[config.mk]
export PLATFORM = sky130hd
export DESIGN_NAME = prox_recal_ctrl
export DESIGN_NICKNAME = d
export VERILOG_FILES = /design/src/rtl/prox_recal_ctrl.sv
export SDC_FILE = /design/constraint.sdc
export NUM_CORES = 1
export LEC_CHECK = 0
export CAP_MARGIN = 10
export CORE_MARGIN = 5
export CORE_UTILIZATION = 49
export CTS_CLUSTER_DIAMETER = 100
export DETAILED_ROUTE_END_ITERATION = 8
export GPL_TIMING_DRIVEN = 0
export HOLD_SLACK_MARGIN = 0.06
export PLACE_DENSITY = 0.8
export SYNTH_ARGS = -nofsm -noshare
export SYNTH_HDL_FRONTEND = slang
export SYNTH_SLANG_ARGS = --single-unit
[constraint.sdc]
create_clock -name clk -period 5.4 [get_ports clk]
set_input_delay 1.08 -clock clk [delete_from_list [all_inputs] [get_ports clk]]
set_output_delay 1.08 -clock clk [all_outputs]
set_load 0.005 [all_outputs]
[src/rtl/prox_recal_ctrl.sv]
`timescale 1ns/1ps
module prox_recal_ctrl #(
  parameter int DW  = 16,
  parameter int DCW = 4,
  parameter int FTW = 8,
  parameter int LTW = 6
) (
  input  logic           clk,
  input  logic           rst_n,
  input  logic           seq_done,
  input  logic           low_power,
  input  logic [DW-1:0]  ff_word,
  input  logic [DW-1:0]  ff_avg,
  input  logic [DW-1:0]  ambient,
  input  logic [DW-1:0]  rate_thr,
  input  logic [DW-1:0]  recal_lvl,
  input  logic [DCW-1:0] fp_dis_cnt,
  input  logic [DCW-1:0] lp_dis_cnt,
  input  logic [FTW-1:0] fp_recal_to,
  input  logic [LTW-1:0] lp_recal_to,
  output logic           prox_flag,
  output logic           cal_en,
  output logic           force_recal
);
  localparam int DISW = DCW + 4;
  localparam int TOW  = (FTW > LTW) ? FTW : LTW;

  logic [DW-1:0]   h0_q, h1_q;
  logic [1:0]      fill_q;
  logic            prox_q, force_q;
  logic [DISW-1:0] dis_q, dis_load;
  logic [TOW-1:0]  rc_q, to_sel;
  logic [TOW:0]    rc_inc;
  logic [1:0]      busy_q;
  logic            fast_hit, slow_hit, any_hit, fire;

  function automatic logic [DW:0] absdiff(input logic [DW-1:0] a, input logic [DW-1:0] b);
    logic [DW:0] d;
    d = {1'b0, a} - {1'b0, b};
    return d[DW] ? (~d + 1'b1) : d;
  endfunction

  assign fast_hit = (fill_q == 2'd2) && (absdiff(ff_word, h1_q) > {1'b0, rate_thr});
  assign slow_hit = absdiff(ff_avg, ambient) > {1'b0, recal_lvl};
  assign any_hit  = fast_hit | slow_hit;

  assign dis_load = low_power ? DISW'({lp_dis_cnt, 2'b00}) : DISW'({fp_dis_cnt, 4'b0000});
  assign to_sel   = low_power ? TOW'(lp_recal_to) : TOW'(fp_recal_to);
  assign rc_inc   = {1'b0, rc_q} + 1'b1;
  assign fire     = seq_done && slow_hit && (busy_q == 2'd0) && (to_sel != '0)
                    && (rc_inc >= {1'b0, to_sel});

  always_ff @(posedge clk) begin
    if (!rst_n) begin
      h0_q    <= '0;
      h1_q    <= '0;
      fill_q  <= '0;
      prox_q  <= 1'b0;
      force_q <= 1'b0;
      dis_q   <= '0;
      rc_q    <= '0;
      busy_q  <= '0;
    end else begin
      force_q <= 1'b0;
      if (seq_done) begin
        h1_q <= h0_q;
        h0_q <= ff_word;
        if (fill_q != 2'd2) fill_q <= fill_q + 2'd1;
        if (fire) begin
          force_q <= 1'b1;
          prox_q  <= 1'b0;
          dis_q   <= '0;
          rc_q    <= '0;
          busy_q  <= 2'd2;
        end else begin
          prox_q <= any_hit;
          if (any_hit)           dis_q <= dis_load;
          else if (dis_q != '0)  dis_q <= dis_q - 1'b1;
          if (busy_q != 2'd0) begin
            busy_q <= busy_q - 2'd1;
            rc_q   <= '0;
          end else if (slow_hit && (to_sel != '0)) begin
            rc_q <= rc_inc[TOW-1:0];
          end else begin
            rc_q <= '0;
          end
        end
      end
    end
  end

  assign prox_flag   = prox_q;
  assign cal_en      = !prox_q && (dis_q == '0);
  assign force_recal = force_q;

  AST_CAL_OFF_IN_PROX: assert property (@(posedge clk) disable iff (!rst_n)
    prox_flag |-> !cal_en);
  AST_FORCE_SINGLE: assert property (@(posedge clk) disable iff (!rst_n)
    force_recal |=> !force_recal);
  AST_FORCE_CLEARS: assert property (@(posedge clk) disable iff (!rst_n)
    force_recal |-> (!prox_flag && cal_en));
  AST_FORCE_NOT_BUSY: assert property (@(posedge clk) disable iff (!rst_n)
    force_recal |-> ($past(busy_q) == 2'd0));
  AST_IDLE_HOLD: assert property (@(posedge clk) disable iff (!rst_n)
    !seq_done |=> ($stable(dis_q) && $stable(rc_q) && $stable(busy_q)));
  AST_OUT_AFTER_SEQ: assert property (@(posedge clk) disable iff (!rst_n)
    force_recal |-> $past(seq_done));
endmodule

==> impl_metrics.tcl, run 1 <==
set metrics [dict create \
    die_h_microns 122 \
    clk_pin_slew_worst_paths_ns 0.07 \
    cp_data_required_time_ns 5.60 \
    ir_drop_uv 197 \
    drcViolationCount 0 \
    slowest_delay_ns 0.53 \
    place_congestion 0.885 \
    synth_top_area_cell "dfxtp_1" \
    design.die.area_sq_um 14900 \
    cap_violations 0 \
    cp_slowest_cell "or4_4" \
    async_flop_share_pct 0 \
    synth_most_common_cell "ha_1" \
    cp-end-kind "register" \
    tightest_slew_ns 0.789 \
    violations "negative setup slack" \
    worst_slack_ns -0.168 \
    synth.area.top_cells "dfxtp_1 18%, ha_1 16%, mux2i_1 6.7%" \
    setup_viol 8 \
    diodes 0 \
    fin_nets 1161 \
    ys_ff_latch 54 \
    first_iter_violations 640 \
    synth_edf_count 0 \
    crit_buf_inv 5 \
    syn_inst 781 \
    clockBufferDepth 2 \
    cts_tree "yes" \
    post-dp-hpwl_mm 11.8 \
    critical-path-top-delay-family "compound AO/OA/AOI/OAI gates" \
    crit_path_max_fanout 7 \
    hp-class "register to register" \
    numCtsBuffers 5 \
    wire_per_inst_microns 19.2 \
    htree_levels 2 \
    cts.sink_count 54 \
    grt.overflow.total 0 \
    grt_max_degree 19 \
    setup_tns_ns -0.897 \
    syn_area_sq_um 6130 \
    cp-start-kind "input pin" \
    fin_crit_sh_pct 103 \
    synth.avg_cell_area_sq_um 7.85 \
    synthDistinctLibCells 75 \
    ys_top_cells_by_count "79 x ha_1, 78 x inv_1, 58 x nor2_1, 54 x dfxtp_1" \
    viasPerCell 6.17 \
    area_growth_pct 49.5 \
    antenna_found_initial 0 \
    power_density_nw_per_um2 260 \
    synth_nets 968 \
    layout-drive-gt1-share_pct 25.4 \
    final-max-slew-violation-count 0 \
    crit_arrival_ns 5.77 \
    port_buffers 108 \
    worstPathCellList "clkbuf_2 -> inv_1 -> ha_2 -> inv_1 -> fa_2 -> and3_4 -> o21ai_4 -> a21o_1 -> a21oi_4 -> a311o_2 -> buf_4 -> a21oi_2 -> xnor2_1 -> ha_1 -> nand4_1 -> or4_4 -> nand2_2 -> a31oi_1 -> a41o_2 -> buf_4 -> o32a_1 -> a21oi_1" \
    finalHoldViolCount 0 \
    power_leakage_nw 4.12 \
    synth_seq_area_share_pct 17.6 \
    detail_route.first_pass.iterations 6 \
    fin_skew_ns 0.00866 \
    grt_pass1_vias 6127 \
    synthFlopType "dfxtp_1" \
    detail-route-antenna-nets 0 \
    stdcell_area_sq_um 9170 \
    synth-warning-count 0 \
    grt_use_total_pct 22.3 \
    fillers 767 \
    num_rows 40 \
    status "finished, violations left" \
    vias 7052 \
    max_freq_ghz 0.180 \
    ioPinCount 109 \
    placed_cell_area_sq_um 7430 \
    cts_hold_buffers 0 \
    start_util_pct 50.4 \
    core_area_sq_um 12200 \
    cts_root_buffer "clkbuf_16" \
    grt_pass1_wl_mm 27.7 \
    worstSetupPathType "input pin to register" \
    synth_top_area_share_pct 17.6 \
    min_period_ns 5.57 \
    die_width_microns 122 \
    insertion_delay_ns 0.30 \
    routed_wl_mm 22.0 \
    slew_headroom_pct 47.4 \
]
-- worst min-delay path, stage by stage (launching register included) --
cell and delay [ns]:
dfxtp_1 0.33, mux2i_1 0.06, nor2_1 0.08
-- cell usage in the layout (no fill, tap or decap), types with 6 or more instances in the layout --
master | Yosys | layout
dlymetal6s2s_1 | 0 | 18
a21oi_1 | 50 | 32
a31oi_1 | 11 | 8
xnor2_2 | 0 | 9
buf_4 | 1 | 77
buf_6 | 1 | 10
xor2_1 | 16 | 13
nand4_1 | 8 | 8
inv_2 | 0 | 6
nand2b_1 | 8 | 7
inv_1 | 78 | 72
ha_1 | 79 | 56
xnor2_1 | 36 | 27
nand2_1 | 50 | 46
nor2b_1 | 33 | 31
nor3_1 | 12 | 10
a21oi_4 | 0 | 7
and3_1 | 11 | 8
a21o_1 | 19 | 16
clkdlybuf4s50_1 | 0 | 81
a21oi_2 | 2 | 13
o21ai_0 | 21 | 14
nor2_1 | 58 | 54
and2_1 | 7 | 6
or3_1 | 10 | 7
o21a_1 | 14 | 14
nand3_1 | 20 | 18
clkbuf_1 | 12 | 6
ha_4 | 0 | 19
o21ai_1 | 5 | 8
dfxtp_1 | 54 | 54
mux2i_1 | 41 | 41
-- layer usage --
layer / GRT usage (%) / wire length [microns]
met1: 26.4 / 8130
met2: 41.1 / 10900
met3: 2.88 / 1480
met4: 8.05 / 1460
met5: 0 / 0
-- worst paths after layout --
path	slack (ns)	depth (start not counted)	to	from
max reg2reg	0.41	19	dis_q[6]$_SDFFE_PN0P_	h1_q[6]$_SDFFE_PN0P_
min	0.50	2	h0_q[11]$_SDFFE_PN0P_	h0_q[11]$_SDFFE_PN0P_
min reg2reg	0.50	2	h0_q[11]$_SDFFE_PN0P_	h0_q[11]$_SDFFE_PN0P_
max	-0.17	22	dis_q[6]$_SDFFE_PN0P_	ff_word[0]
-- cell families (layout without fill, tap and decap cells) --
logic type                 count (synthesis)  in the layout  synth area share [%]
DFF                                       54             54                  17.6
AOI/OAI and AO/OA                        186            186                  21.0
muxes                                     49             49                  8.28
xor gates and xnor gates                  52             52                  7.43
adders and majority gates                 81             81                  16.8
and+or+nand+nor                          257            257                  22.3
buffers and inverters                    102            296                  6.55
-- state kept, by name, indices dropped and copies added, names as in the netlist --
register     count
busy_q           2
dis_q            8
fill_q           2
force_recal      1
h0_q            16
h1_q            16
prox_flag        1
rc_q             8
-- what timing repair did --
item,4_1_cts,5_1_grt
setup buffers,32,49
hold endpoints to repair,0,0
cloned,0,2
pin swaps,41,85
resized for setup,89,135
endpoints found under the setup margin,19,20
-- per-stage QoR --
step / total power (W) / utilization, % / setup slack, ns / std cells / hold WS [ns]
after floorplan: 0.00130 / - / 0.0529 / 781 / 0.457
after CTS: 0.00208 / 68.0 / 0.00198 / 1094 / 0.491
final: 0.00239 / 75.4 / -0.168 / 1143 / 0.497
after global routing: 0.00252 / 75.4 / -0.248 / 1143 / 0.538
after detailed placement: 0.00158 / 61.1 / -0.957 / 1057 / 0.480
after global placement: 0.00155 / 61.1 / -0.963 / 1057 / 0.474
-- power by group --
part	internal (W)	switching, W	leakage, nW
clock network	0.000222	0.000157	0.0844
logic	0.000738	0.000773	3.59
registers	0.000446	0.0000522	0.441
-- cell type report --
class,count,area [sq um],share of cell area (%)
Buffer,20,141,1.54
Tap cell,168,210,2.29
Multi-Input combinational cell,625,5550,60.5
Clock inverter,3,47.5,0.519
Clock buffer,5,125,1.36
Timing Repair Buffer,190,1720,18.8
Sequential cell,54,1080,11.8
Inverter,78,293,3.19
(Power assumes the default switching activity.)
==> run 2: changes to the inputs <==
Settings changed: CORE_UTILIZATION 49 to 50, CTS_BUF_LIST from default to sky130_fd_sc_hd__clkbuf_4 sky130_fd_sc_hd__clkbuf_8, PLACE_DENSITY 0.8 to 0.81.
==> impl_metrics.tcl, run 2 (synthesized netlist as in run 1, its figures left out) <==
set metrics [dict create \
    setup_viol 9 \
    stdcell_area_sq_um 9200 \
    power_density_nw_per_um2 251 \
    num_rows 40 \
    wire_per_inst_microns 20.3 \
    fillers 704 \
    grt_pass1_vias 5891 \
    reg.largest.list "h0_q: 16 flops, h1_q: 16 flops" \
    cap_violations 0 \
    crit_path_max_fanout 4 \
    first_iter_violations 634 \
    port_buffers 108 \
    routed_wl_mm 23.0 \
    clockBufferDepth 2 \
    drcViolationCount 0 \
    max_freq_ghz 0.179 \
    final-max-slew-violation-count 0 \
    p_clk_share_pct 10.0 \
    p_comb_share_pct 68.3 \
    grt_max_degree 17 \
    placed_cell_area_sq_um 7400 \
    cp-end-kind "register" \
    diodes 0 \
    clk_pin_slew_worst_paths_ns 0.10 \
    p_int_w 0.00131 \
    layout-drive-gt1-share_pct 25.9 \
    cts_root_buffer "clkbuf_8" \
    htree_levels 2 \
    die_h_microns 121 \
    cts.sink_count 54 \
    final_common_cell "buf_4" \
    ir_drop_uv 175 \
    detail_route.first_pass.iterations 6 \
    violations "negative setup slack" \
    insertion_delay_ns 0.32 \
    cts_tree "yes" \
    min_period_ns 5.57 \
    start_util_pct 51.1 \
    status "finished, violations left" \
    setup_tns_ns -0.930 \
    fin_skew_ns 0.0185 \
    area_growth_pct 50.0 \
    core_area_sq_um 12000 \
    design.die.area_sq_um 14600 \
    place_congestion 0.896 \
    p_sw_share_pct 43.5 \
    worstSetupPathType "input pin to register" \
    viasPerCell 6.35 \
    finalHoldViolCount 0 \
    mostFrequentLayoutCells "84 x buf_4, 82 x clkdlybuf4s50_1, 69 x inv_1" \
    detail-route-antenna-nets 0 \
    hp-class "register to register" \
    grt_use_total_pct 21.3 \
    power_leakage_nw 4.17 \
    vias 7189 \
    cp-start-kind "input pin" \
    antenna_found_initial 0 \
    die_width_microns 121 \
    cp_data_required_time_ns 5.62 \
    tightest_slew_ns 0.809 \
    seqPwrFrac_pct 21.6 \
    grt.overflow.total 0 \
    slew_headroom_pct 45.7 \
    numCtsBuffers 5 \
    ioPinCount 109 \
    crit_arrival_ns 5.80 \
    post-dp-hpwl_mm 11.5 \
    worst_slack_ns -0.175 \
    netSwitchingPower_w 0.00100 \
    fin_nets 1172 \
    fin_crit_sh_pct 103 \
    grt_pass1_wl_mm 26.5 \
]
## run 2: layer usage
metal	global-route usage, %	part of all wire (%)	up-vias	routed length [microns]
met5	0	0	-	0
met4	4.60	7.3	0	1680
met3	2.62	6.9	152	1600
met2	38.7	49	467	11300
met1	26.9	37	3359	8390
li1	-	-	3211	-
## run 2: final timing paths
path | startpoint | end | slack [ns] | cells after the start
worst min register to register | h0_q[9]$_SDFFE_PN0P_ | h0_q[9]$_SDFFE_PN0P_ | 0.51 | 2
worst max-delay path | ff_word[1] | dis_q[1]$_SDFFE_PN0P_ | -0.17 | 23
worst min-delay path | h0_q[9]$_SDFFE_PN0P_ | h0_q[9]$_SDFFE_PN0P_ | 0.51 | 2
worst max register to register | h1_q[3]$_SDFFE_PN0P_ | dis_q[1]$_SDFFE_PN0P_ | 0.29 | 23
## run 2: power groups by stage
stage                     registers (W)  clock network [W]  logic [W]
final                          0.000500           0.000232    0.00158
after global placement         0.000497                  0    0.00105
after floorplan                0.000487                  0   0.000808
after CTS                      0.000489           0.000233    0.00121
after detailed placement       0.000498                  0    0.00107
after global routing           0.000503           0.000246    0.00167
## run 2: metrics by stage
stage / setup WS (ns) / hold slack (ns) / cells / power, W / utilization (%)
6_report: -0.175 / 0.505 / 1133 / 0.00231 / 76.6
5_1_grt: -0.263 / 0.528 / 1133 / 0.00242 / 76.6
4_1_cts: 0.00139 / 0.501 / 1076 / 0.00193 / 67.7
3_5_place_dp: -0.941 / 0.486 / 1036 / 0.00157 / 61.6
3_3_place_gp: -0.960 / 0.474 / 1036 / 0.00155 / 61.6
2_1_floorplan: 0.0529 / 0.457 / 781 / 0.00130 / -
## run 2: critical path, stage by stage
cell and delay [ns]:
clkbuf_2 0.12, ha_1 0.30, nor2b_2 0.19, o2111ai_4 0.27, nand2_4 0.14, buf_4 0.16, a21oi_1 0.23, xnor2_1 0.29
nor4_4 0.47, buf_4 0.18, a31oi_1 0.08, xor2_1 0.15, ha_1 0.33, nand3_2 0.10, or4_4 0.53, nand2_2 0.07
a31oi_1 0.04, a41o_2 0.30, nor2_4 0.15, buf_6 0.15, buf_6 0.13, a31oi_1 0.09, a21oi_1 0.25
## run 2: layout make-up
cell class	count	area, sq um	area share, %
Sequential cell	54	1080	11.8
Clock buffer	6	76.3	0.830
Multi-Input combinational cell	625	5580	60.6
Buffer	19	126	1.37
Inverter	78	293	3.18
Timing Repair Buffer	202	1850	20.1
Tap cell	147	184	2.00
Clock inverter	2	13.8	0.150
## run 2: timing repair
| item | 4_1_cts | 5_1_grt |
|---|---|---|
| endpoints found under the setup margin | 19 | 19 |
| hold buffers | 0 | 0 |
| resized for setup | 79 | 153 |
| hold endpoints to repair | 0 | 0 |
| buffers inserted | 35 | 58 |
| gates cloned | 0 | 2 |
| pin swaps | 38 | 93 |
